## src/rtl/chr_map_pkg.sv

```systemverilog
package chr_map_pkg;
  localparam int unsigned DATA_W   = 8;
  localparam int unsigned OFF_W    = 10;
  localparam int unsigned N_REG    = 12;
  localparam int unsigned IDX_W    = 4;
  localparam int unsigned PPU_W    = 14;
  localparam int unsigned CPU_W    = 16;
  localparam logic [2:0]  RAM_TAG  = 3'b111;

  typedef enum logic [1:0] {
    HALF_LO = 2'd0,
    HALF_HI = 2'd1,
    HALF_NT = 2'd2
  } half_e;
endpackage

```

## src/rtl/chr_page_regs.sv

```systemverilog
module chr_page_regs
  import chr_map_pkg::*;
#(
  parameter int unsigned DW   = DATA_W,
  parameter int unsigned NREG = N_REG,
  parameter int unsigned AW   = CPU_W
) (
  input  logic                clk_i,
  input  logic                rst_ni,
  input  logic                wr_en_i,
  input  logic [AW-1:0]       wr_addr_i,
  input  logic [DW-1:0]       wr_data_i,
  output logic [NREG-1:0][DW-1:0] pages_o,
  output logic                dis_lo_o,
  output logic                dis_hi_o
);
  localparam int unsigned WIN_W = 5;
  localparam logic [WIN_W-1:0] CTRL_WIN = 5'b11101;

  logic [WIN_W-1:0] win;
  logic             page_win;
  logic             ctrl_hit;

  assign win      = wr_addr_i[AW-1 -: WIN_W];
  assign page_win = win[WIN_W-1] && ({1'b0, win[WIN_W-2:0]} < WIN_W'(NREG));
  assign ctrl_hit = wr_en_i && (win == CTRL_WIN);

  for (genvar k = 0; k < NREG; k++) begin : g_page
    logic hit;
    assign hit = wr_en_i && page_win && (win[WIN_W-2:0] == (WIN_W-1)'(k));
    always_ff @(posedge clk_i or negedge rst_ni) begin
      if (!rst_ni)  pages_o[k] <= '0;
      else if (hit) pages_o[k] <= wr_data_i;
    end
  end

  always_ff @(posedge clk_i or negedge rst_ni) begin
    if (!rst_ni) begin
      dis_lo_o <= 1'b0;
      dis_hi_o <= 1'b0;
    end else if (ctrl_hit) begin
      dis_lo_o <= wr_data_i[6];
      dis_hi_o <= wr_data_i[7];
    end
  end
endmodule

```

## src/rtl/chr_region_sel.sv

```systemverilog
module chr_region_sel
  import chr_map_pkg::*;
#(
  parameter int unsigned PW = PPU_W,
  parameter int unsigned IW = IDX_W
) (
  input  logic [PW-1:0] ppu_addr_i,
  output logic [IW-1:0] idx_o,
  output half_e         half_o
);
  // $3000-$3FFF folds onto the nametable regions
  always_comb begin
    if (ppu_addr_i[13]) begin
      idx_o  = IW'({2'b10, ppu_addr_i[11:10]});
      half_o = HALF_NT;
    end else begin
      idx_o  = IW'(ppu_addr_i[12:10]);
      half_o = ppu_addr_i[12] ? HALF_HI : HALF_LO;
    end
  end
endmodule

```

## src/rtl/chr_page_resolve.sv

```systemverilog
module chr_page_resolve
  import chr_map_pkg::*;
#(
  parameter int unsigned DW = DATA_W,
  parameter int unsigned OW = OFF_W
) (
  input  logic [DW-1:0]    page_i,
  input  logic [OW-1:0]    off_i,
  input  half_e            half_i,
  input  logic             dis_lo_i,
  input  logic             dis_hi_i,
  output logic [DW+OW-1:0] rom_addr_o,
  output logic             rom_sel_o,
  output logic             ntram_ce_o,
  output logic             ntram_a10_o
);
  logic ram_page;
  logic ram_ok;

  assign ram_page = (page_i[DW-1 -: 3] == RAM_TAG);

  always_comb begin
    unique case (half_i)
      HALF_LO: ram_ok = !dis_lo_i;
      HALF_HI: ram_ok = !dis_hi_i;
      default: ram_ok = 1'b1;
    endcase
  end

  assign rom_addr_o  = {page_i, off_i};
  assign ntram_ce_o  = ram_page && ram_ok;
  assign rom_sel_o   = !ntram_ce_o;
  assign ntram_a10_o = page_i[0];
endmodule

```

## src/rtl/chr_bank_mapper.sv

```systemverilog
module chr_bank_mapper
  import chr_map_pkg::*;
#(
  parameter int unsigned DW   = DATA_W,
  parameter int unsigned OW   = OFF_W,
  parameter int unsigned NREG = N_REG,
  parameter int unsigned PW   = PPU_W,
  parameter int unsigned AW   = CPU_W,
  localparam int unsigned RW  = DW + OW
) (
  input  logic          clk_i,
  input  logic          rst_ni,
  input  logic          wr_en_i,
  input  logic [AW-1:0] wr_addr_i,
  input  logic [DW-1:0] wr_data_i,
  input  logic [PW-1:0] ppu_addr_i,
  output logic [RW-1:0] rom_addr_o,
  output logic          rom_sel_o,
  output logic          ntram_ce_o,
  output logic          ntram_a10_o
);
  logic [NREG-1:0][DW-1:0] pages;
  logic                    dis_lo, dis_hi;
  logic [IDX_W-1:0]        idx;
  half_e                   half;
  logic [DW-1:0]           cur_page;

  chr_page_regs #(.DW(DW), .NREG(NREG), .AW(AW)) u_regs (
    .clk_i     (clk_i),
    .rst_ni    (rst_ni),
    .wr_en_i   (wr_en_i),
    .wr_addr_i (wr_addr_i),
    .wr_data_i (wr_data_i),
    .pages_o   (pages),
    .dis_lo_o  (dis_lo),
    .dis_hi_o  (dis_hi)
  );

  chr_region_sel #(.PW(PW), .IW(IDX_W)) u_region (
    .ppu_addr_i (ppu_addr_i),
    .idx_o      (idx),
    .half_o     (half)
  );

  always_comb begin
    cur_page = '0;
    for (int k = 0; k < NREG; k++)
      if (idx == IDX_W'(k)) cur_page = pages[k];
  end

  chr_page_resolve #(.DW(DW), .OW(OW)) u_resolve (
    .page_i      (cur_page),
    .off_i       (ppu_addr_i[OW-1:0]),
    .half_i      (half),
    .dis_lo_i    (dis_lo),
    .dis_hi_i    (dis_hi),
    .rom_addr_o  (rom_addr_o),
    .rom_sel_o   (rom_sel_o),
    .ntram_ce_o  (ntram_ce_o),
    .ntram_a10_o (ntram_a10_o)
  );
endmodule

```

## config.mk

```make
export PLATFORM = sky130hd
export DESIGN_NAME = chr_bank_mapper
export DESIGN_NICKNAME = d
export VERILOG_FILES = /design/src/rtl/chr_map_pkg.sv /design/src/rtl/chr_page_regs.sv /design/src/rtl/chr_region_sel.sv /design/src/rtl/chr_page_resolve.sv /design/src/rtl/chr_bank_mapper.sv
export SDC_FILE = /design/constraint.sdc
export NUM_CORES = 1
export LEC_CHECK = 0
export ABC_CLOCK_PERIOD_IN_PS = 2400
export BUFFER_PORTS_ARGS = -buffer_cell sky130_fd_sc_hd__buf_2
export CAP_MARGIN = 20
export CORE_MARGIN = 1.5
export CORE_UTILIZATION = 35
export CTS_BUF_LIST = sky130_fd_sc_hd__clkbuf_4
export CTS_CLUSTER_SIZE = 12
export DETAILED_ROUTE_END_ITERATION = 10
export PLACE_DENSITY = 0.55
export SETUP_SLACK_MARGIN = 0.3
export SLEW_MARGIN = 20
export SYNTH_ARGS = -nofsm -noshare
export SYNTH_HDL_FRONTEND = slang
export SYNTH_SLANG_ARGS = --single-unit
```

## constraint.sdc

```tcl
create_clock -name clk_i -period 2.4 [get_ports clk_i]
set_input_delay 0.36 -clock clk_i [delete_from_list [all_inputs] [get_ports clk_i]]
set_output_delay 0.36 -clock clk_i [all_outputs]
set_load 0.1 [all_outputs]
```

**Word-level counts from Yosys, hierarchy flattened**

Index checks and enable logic that the tools add are counted.

- Output and inout bits: 21
- Bits in registers: 98
- Word-level logic and storage cells: 78
- Bits of input ports: 41

- Order comparisons: 1
- Mux-type cells: 16
- Equal/unequal tests: 25
- Reductions and logical operators: 22

Operators with widths:

| kind | number |
|---|---|
| $mux W8 | 12 |
| $eq A4 B3 Y1 const B | 8 |
| $eq A4 B4 Y1 const B | 8 |
| $eq A4 B2 Y1 const B | 4 |
| $logic_and A1 B1 Y1 | 16 |
| $eq A4 B1 Y1 const B | 2 |
| $logic_not A4 Y1 | 2 |
| $eq A5 B5 Y1 const B | 1 |
| $lt A4 B4 Y1 const B | 1 |
| $mux W4 | 1 |
| $eq A3 B3 Y1 const B | 1 |
| $logic_not A1 Y1 | 3 |
| $eq A2 B1 Y1 const B | 1 |
| $logic_not A2 Y1 | 1 |
| $mux W2 | 1 |
| $pmux W1 S2 | 1 |
| $mux W1 | 1 |

**Logic depth before layout (Yosys ltp)**

- Depth after elaboration: 17
- Gate-level depth with buffers: 8
- Mapped depth without buffers: 5

**Modules after synthesis**

Synthesis repeated with hierarchy kept, for this count alone.

- Cells, all modules: 401
- Area total of the unflattened synthesis: 5012.3 um2

By module, submodules not included:

| module | area an instance (um2) | sequential area each (um2) | cells each | instances |
|---|---|---|---|---|
| chr_page_regs | 3762.4 | 2452.4 | 227 | 1 |
| chr_bank_mapper | 1026.0 | 0.0 | 146 | 1 |
| chr_page_resolve | 172.7 | 0.0 | 22 | 1 |
| chr_region_sel | 51.3 | 0.0 | 6 | 1 |

**Least setup slack after synthesis**

No wires, ideal clock.

- Path kind: input to output
- From: in ppu_addr_i[11]
- To: out rom_addr_o[10]
- Data arrival time: 3.809 ns
- Stages: 7
- Data required time: 2.040 ns
- Buffers on the path: 4
- Slack: -1.769 ns
- Cells stage by stage: clkbuf_4 > buf_6 > buf_4 > mux4_2 > mux2i_1 > o21ai_0 > buf_4

- Longest elaborated chain between the ends: 14
- Elaborated cells on any way between the ends: 25
- Those cells by class: eq/ne: 11; mux: 13; reduce/logical: 1

Ends and longest elaborated chain:

| element | line | RTL |
|---|---|---|
| start, declared | chr_bank_mapper.sv:16 | `input logic [PW-1:0] ppu_addr_i,` |
| $mux W4 * | chr_region_sel.sv:13 | `if (ppu_addr_i[13]) begin` |
| $logic_not A4 Y1 | chr_bank_mapper.sv:48 | `if (idx == IDX_W'(k)) cur_page = pages[k];` |
| $mux W8 (11 in series) | chr_bank_mapper.sv:48 |  |
| $mux W8 * | chr_bank_mapper.sv:48 |  |
| end, declared | chr_bank_mapper.sv:17 | `output logic [RW-1:0] rom_addr_o,` |

Mark *: on every way between the ends. The rest lies on a longest branch, timed or not.

**Final worst setup path**

- From: reg u_regs.pages_o[31] (netlist bit)
- To: out rom_sel_o

- Longest elaborated chain between the ends: 12

Ends and longest elaborated chain:

| element | line | RTL |
|---|---|---|
| start, declared | chr_page_regs.sv:13 | `output logic [NREG-1:0][DW-1:0] pages_o,` |
| start signal, assigned by index | chr_page_regs.sv:33 | `else if (hit) pages_o[k] <= wr_data_i;` |
| $mux W8 (9 in series) | chr_bank_mapper.sv:48 |  |
| $eq A3 B3 Y1 | chr_page_resolve.sv:20 | `assign ram_page = (page_i[DW-1 -: 3] == RAM_TAG);` |
| $logic_and A1 B1 Y1 | chr_page_resolve.sv:31 | `assign ntram_ce_o = ram_page && ram_ok;` |
| $logic_not A1 Y1 | chr_page_resolve.sv:32 | `assign rom_sel_o = !ntram_ce_o;` |
| end, declared | chr_bank_mapper.sv:18 | `output logic rom_sel_o,` |

Every way passes these cells.

==> results.yml <==
run_status:
  outcome: "finished, violations left"
  failed_checks: "negative setup slack"
setup_path:
  crit_type: "reg2out"
  regToRegSetupSlack_ns: 1.61
  startpoint: "u_regs.pages_o[31]"
  endpoint_kind: "output pin"
  r2r-start: "u_regs.pages_o[16]"
  required_ns: 2.04
  cp-start-kind: "register"
  cp.arrival_ns: 2.14
  crit_fanout: 2
  r2r-end: "u_regs.pages_o[16]"
  reg2regPathDepth: 1
  setup.worst_path.end: "rom_sel_o"
sta:
  rsz0062_at_grt: "yes"
  min_period_ns: 2.50
  finalHoldViolations: 0
  skew_ns: 0
  setup_viol: 4
  slew_headroom_pct: 56.1
  tightest_slew_ns: 0.659
  worst_slack_ns: -0.102
  max_freq_ghz: 0.400
  slew_violations: 0
  whs_ns: 0.302
  timing.final.crit_share_pct: 104
floorplanning:
  io_pins: 62
  start_util_pct: 35.7
  die_y_microns: 121
  num_rows: 43
  core_area_sq_um: 13800
  dieArea_sq_um: 14800
  chipWidth_microns: 121
global_route:
  grt_start_max_net_pins: 48
  grt_pass1_vias: 3322
  antenna_found_initial: 0
  grt_first_pass_wirelength_mm: 18.9
  grt-ovfl-total: 0
  grt_util_all_layers_pct: 17.3
cts:
  cts_num_sinks: 98
  clkTransAtPathRegs_ns: 0.16
  cts_buffers: 9
  cts_tree: "done"
  worstSkewPairLatency_ns: 0.44
  htreeDepth: 3
  clk_path_buf_depth: 2
  root_buffer: "clkbuf_4"
route:
  viasPerCell: 5.22
  totalWireLength_mm: 11.7
  first_iter_violations: 193
  via_count: 3110
  wl_per_cell_microns: 19.6
  drc: 0
  detailedRoute.firstPassIterationCount: 4
  detail-route-antenna-nets: 0
synth:
  synth_area_leaders: "dfrtp_1 (50%), mux2_2 (22%), mux4_2 (5.0%)"
  synthCells: 373
  syn_nets: 414
  yosys_warnings: 0
  syn_area_sq_um: 4910
  yosysUniqueCellTypes: 51
  synth-seq-area-share_pct: 49.9
  avgSynthCellArea_sq_um: 13.2
  ys_ff_latch: 98
  ys_async_sr_fraction_pct: 100
  yosysTopAreaCellShare_pct: 49.9
  synth_enable_flop_cells: 0
  yosys-top-cells-count: "dfrtp_1 (98), mux2_2 (97), nand2_1 (19)"
  synth_ff_type: "dfrtp_1"
  yosysMostFrequentCell: "dfrtp_1"
  yosys.area.top_type: "dfrtp_1"
cells_and_area:
  fin_nets: 452
  syn_to_final_growth_pct: 19.1
  fin_cells: 596
  antenna_cells: 0
  fillCellCount: 1328
  final-seq-area_sq_um: 2450
  drive_above_1_share_pct: 52.2
  multiInputGateArea_sq_um: 2370
worst_hold_path:
  hold_class: "in2reg"
power:
  power_density_nw_per_um2: 715
  power.leakage_uw: 0.00256
  ir_drop_mv: 0.521
placement:
  dp_hpwl_mm: 7.73
  place.gp.congestion: 0.750
  placed_cells: 574
  place.port_buffers: 30
flow_run:
  max_cap_violations: 0
## what timing repair did
item                                   in CTS  in global routing
setup endpoints to repair                  11                 11
endpoints found under the hold margin      45                  0
gates resized for setup                    30                  6
hold buffers                                1                  0
setup buffers                               3                  1
pin swaps                                   9                  3
cloned                                      1                  0
## critical path: stages (launching register included)
cell and delay (ns):
dfrtp_1 0.41, and4b_1 0.19, o21ba_4 0.21, o31ai_4 0.23, a21boi_2 0.09, buf_4 0.16
o2111ai_4 0.22, buf_12 0.21
## layout make-up
class / instances / share of cell area (%)
flip-flops and latches: 98 / 41.9
repair buffers: 63 / 11.1
inverters: 6 / 0.385
clock inverters: 7 / 1.15
well taps: 180 / 3.85
multi-input cells: 233 / 40.5
clock buffers: 9 / 1.15
## how the worst min path moves through the flow
stage                      start                  to  depth (start not counted)
floorplan                 rst_ni     u_regs.dis_hi_o                          0
global placement          rst_ni  u_regs.pages_o[77]                          1
detailed placement        rst_ni  u_regs.pages_o[77]                          1
CTS                 wr_data_i[4]  u_regs.pages_o[20]                          2
global route        wr_data_i[4]  u_regs.pages_o[20]                          2
finish              wr_data_i[4]  u_regs.pages_o[20]                          2
## per-stage QoR
stage	util (%)	cell area, sq um	total power, uW	setup slack (ns)	TNS (ns)
after floorplan	-	5040	3040	-0.575	-1.13
after global placement	39.9	5490	3210	0.0310	0
after detailed placement	39.9	5490	3250	0.00554	0
after CTS	42.2	5810	4230	-0.0980	-0.367
after global routing	42.5	5850	4430	-0.217	-0.762
final	42.5	5850	4190	-0.102	-0.321
## logic make-up after synthesis
family                 after synthesis  share of synthesized area (%)
AO/OA/AOI/OAI                       44                           6.44
flip-flops                          98                           49.9
AND/OR/NAND/NOR                     65                           7.69
buffers and inverters               42                           5.35
multiplexers                       124                           30.6
## flip-flops by register name, indices dropped and copies added, names as in the netlist
name	cells
u_regs.pages_o	96
u_regs.dis_hi_o	1
u_regs.dis_lo_o	1
## per-layer routing
metal / GRT usage, % / vias to the layer above / part of all wire (%)
met4: 4.49 / 0 / 1.4
met1: 24.1 / 1618 / 47
li1: - / 1422 / -
met5: 0 / - / 0
met3: 3.43 / 20 / 3.3
met2: 27.8 / 50 / 48
## power breakdown
group	internal, uW	switching [uW]	total [uW]
Clock	315	551	865
Combinational	602	595	1200
Sequential	1970	158	2130
## cells in the final DEF (no fill, tap or decap), types with 2 or more instances in the layout
| cell | Yosys | final |
|---|---|---|
| a21oi_1 | 5 | 5 |
| a32o_2 | 0 | 2 |
| a32oi_2 | 0 | 2 |
| buf_12 | 0 | 15 |
| buf_2 | 6 | 17 |
| buf_4 | 15 | 28 |
| clkbuf_4 | 1 | 9 |
| clkinv_1 | 1 | 2 |
| clkinv_2 | 0 | 2 |
| clkinvlp_4 | 0 | 2 |
| dfrtp_1 | 98 | 98 |
| inv_1 | 5 | 5 |
| mux2_1 | 3 | 3 |
| mux2_2 | 97 | 96 |
| mux2i_1 | 13 | 12 |
| mux4_2 | 11 | 11 |
| nand2_1 | 19 | 18 |
| nand2b_1 | 5 | 5 |
| nand3_1 | 3 | 3 |
| nand3b_1 | 7 | 7 |
| nor2_1 | 7 | 7 |
| nor2_2 | 6 | 6 |
| nor2b_1 | 3 | 3 |
| nor3_1 | 3 | 3 |
| o21ai_0 | 11 | 4 |
| o21ai_1 | 2 | 4 |
| o21ai_4 | 0 | 5 |
| o221ai_1 | 2 | 2 |
| o22ai_1 | 5 | 4 |
| o31ai_4 | 1 | 2 |
Note: power is estimated with default switching activity, not from simulation.
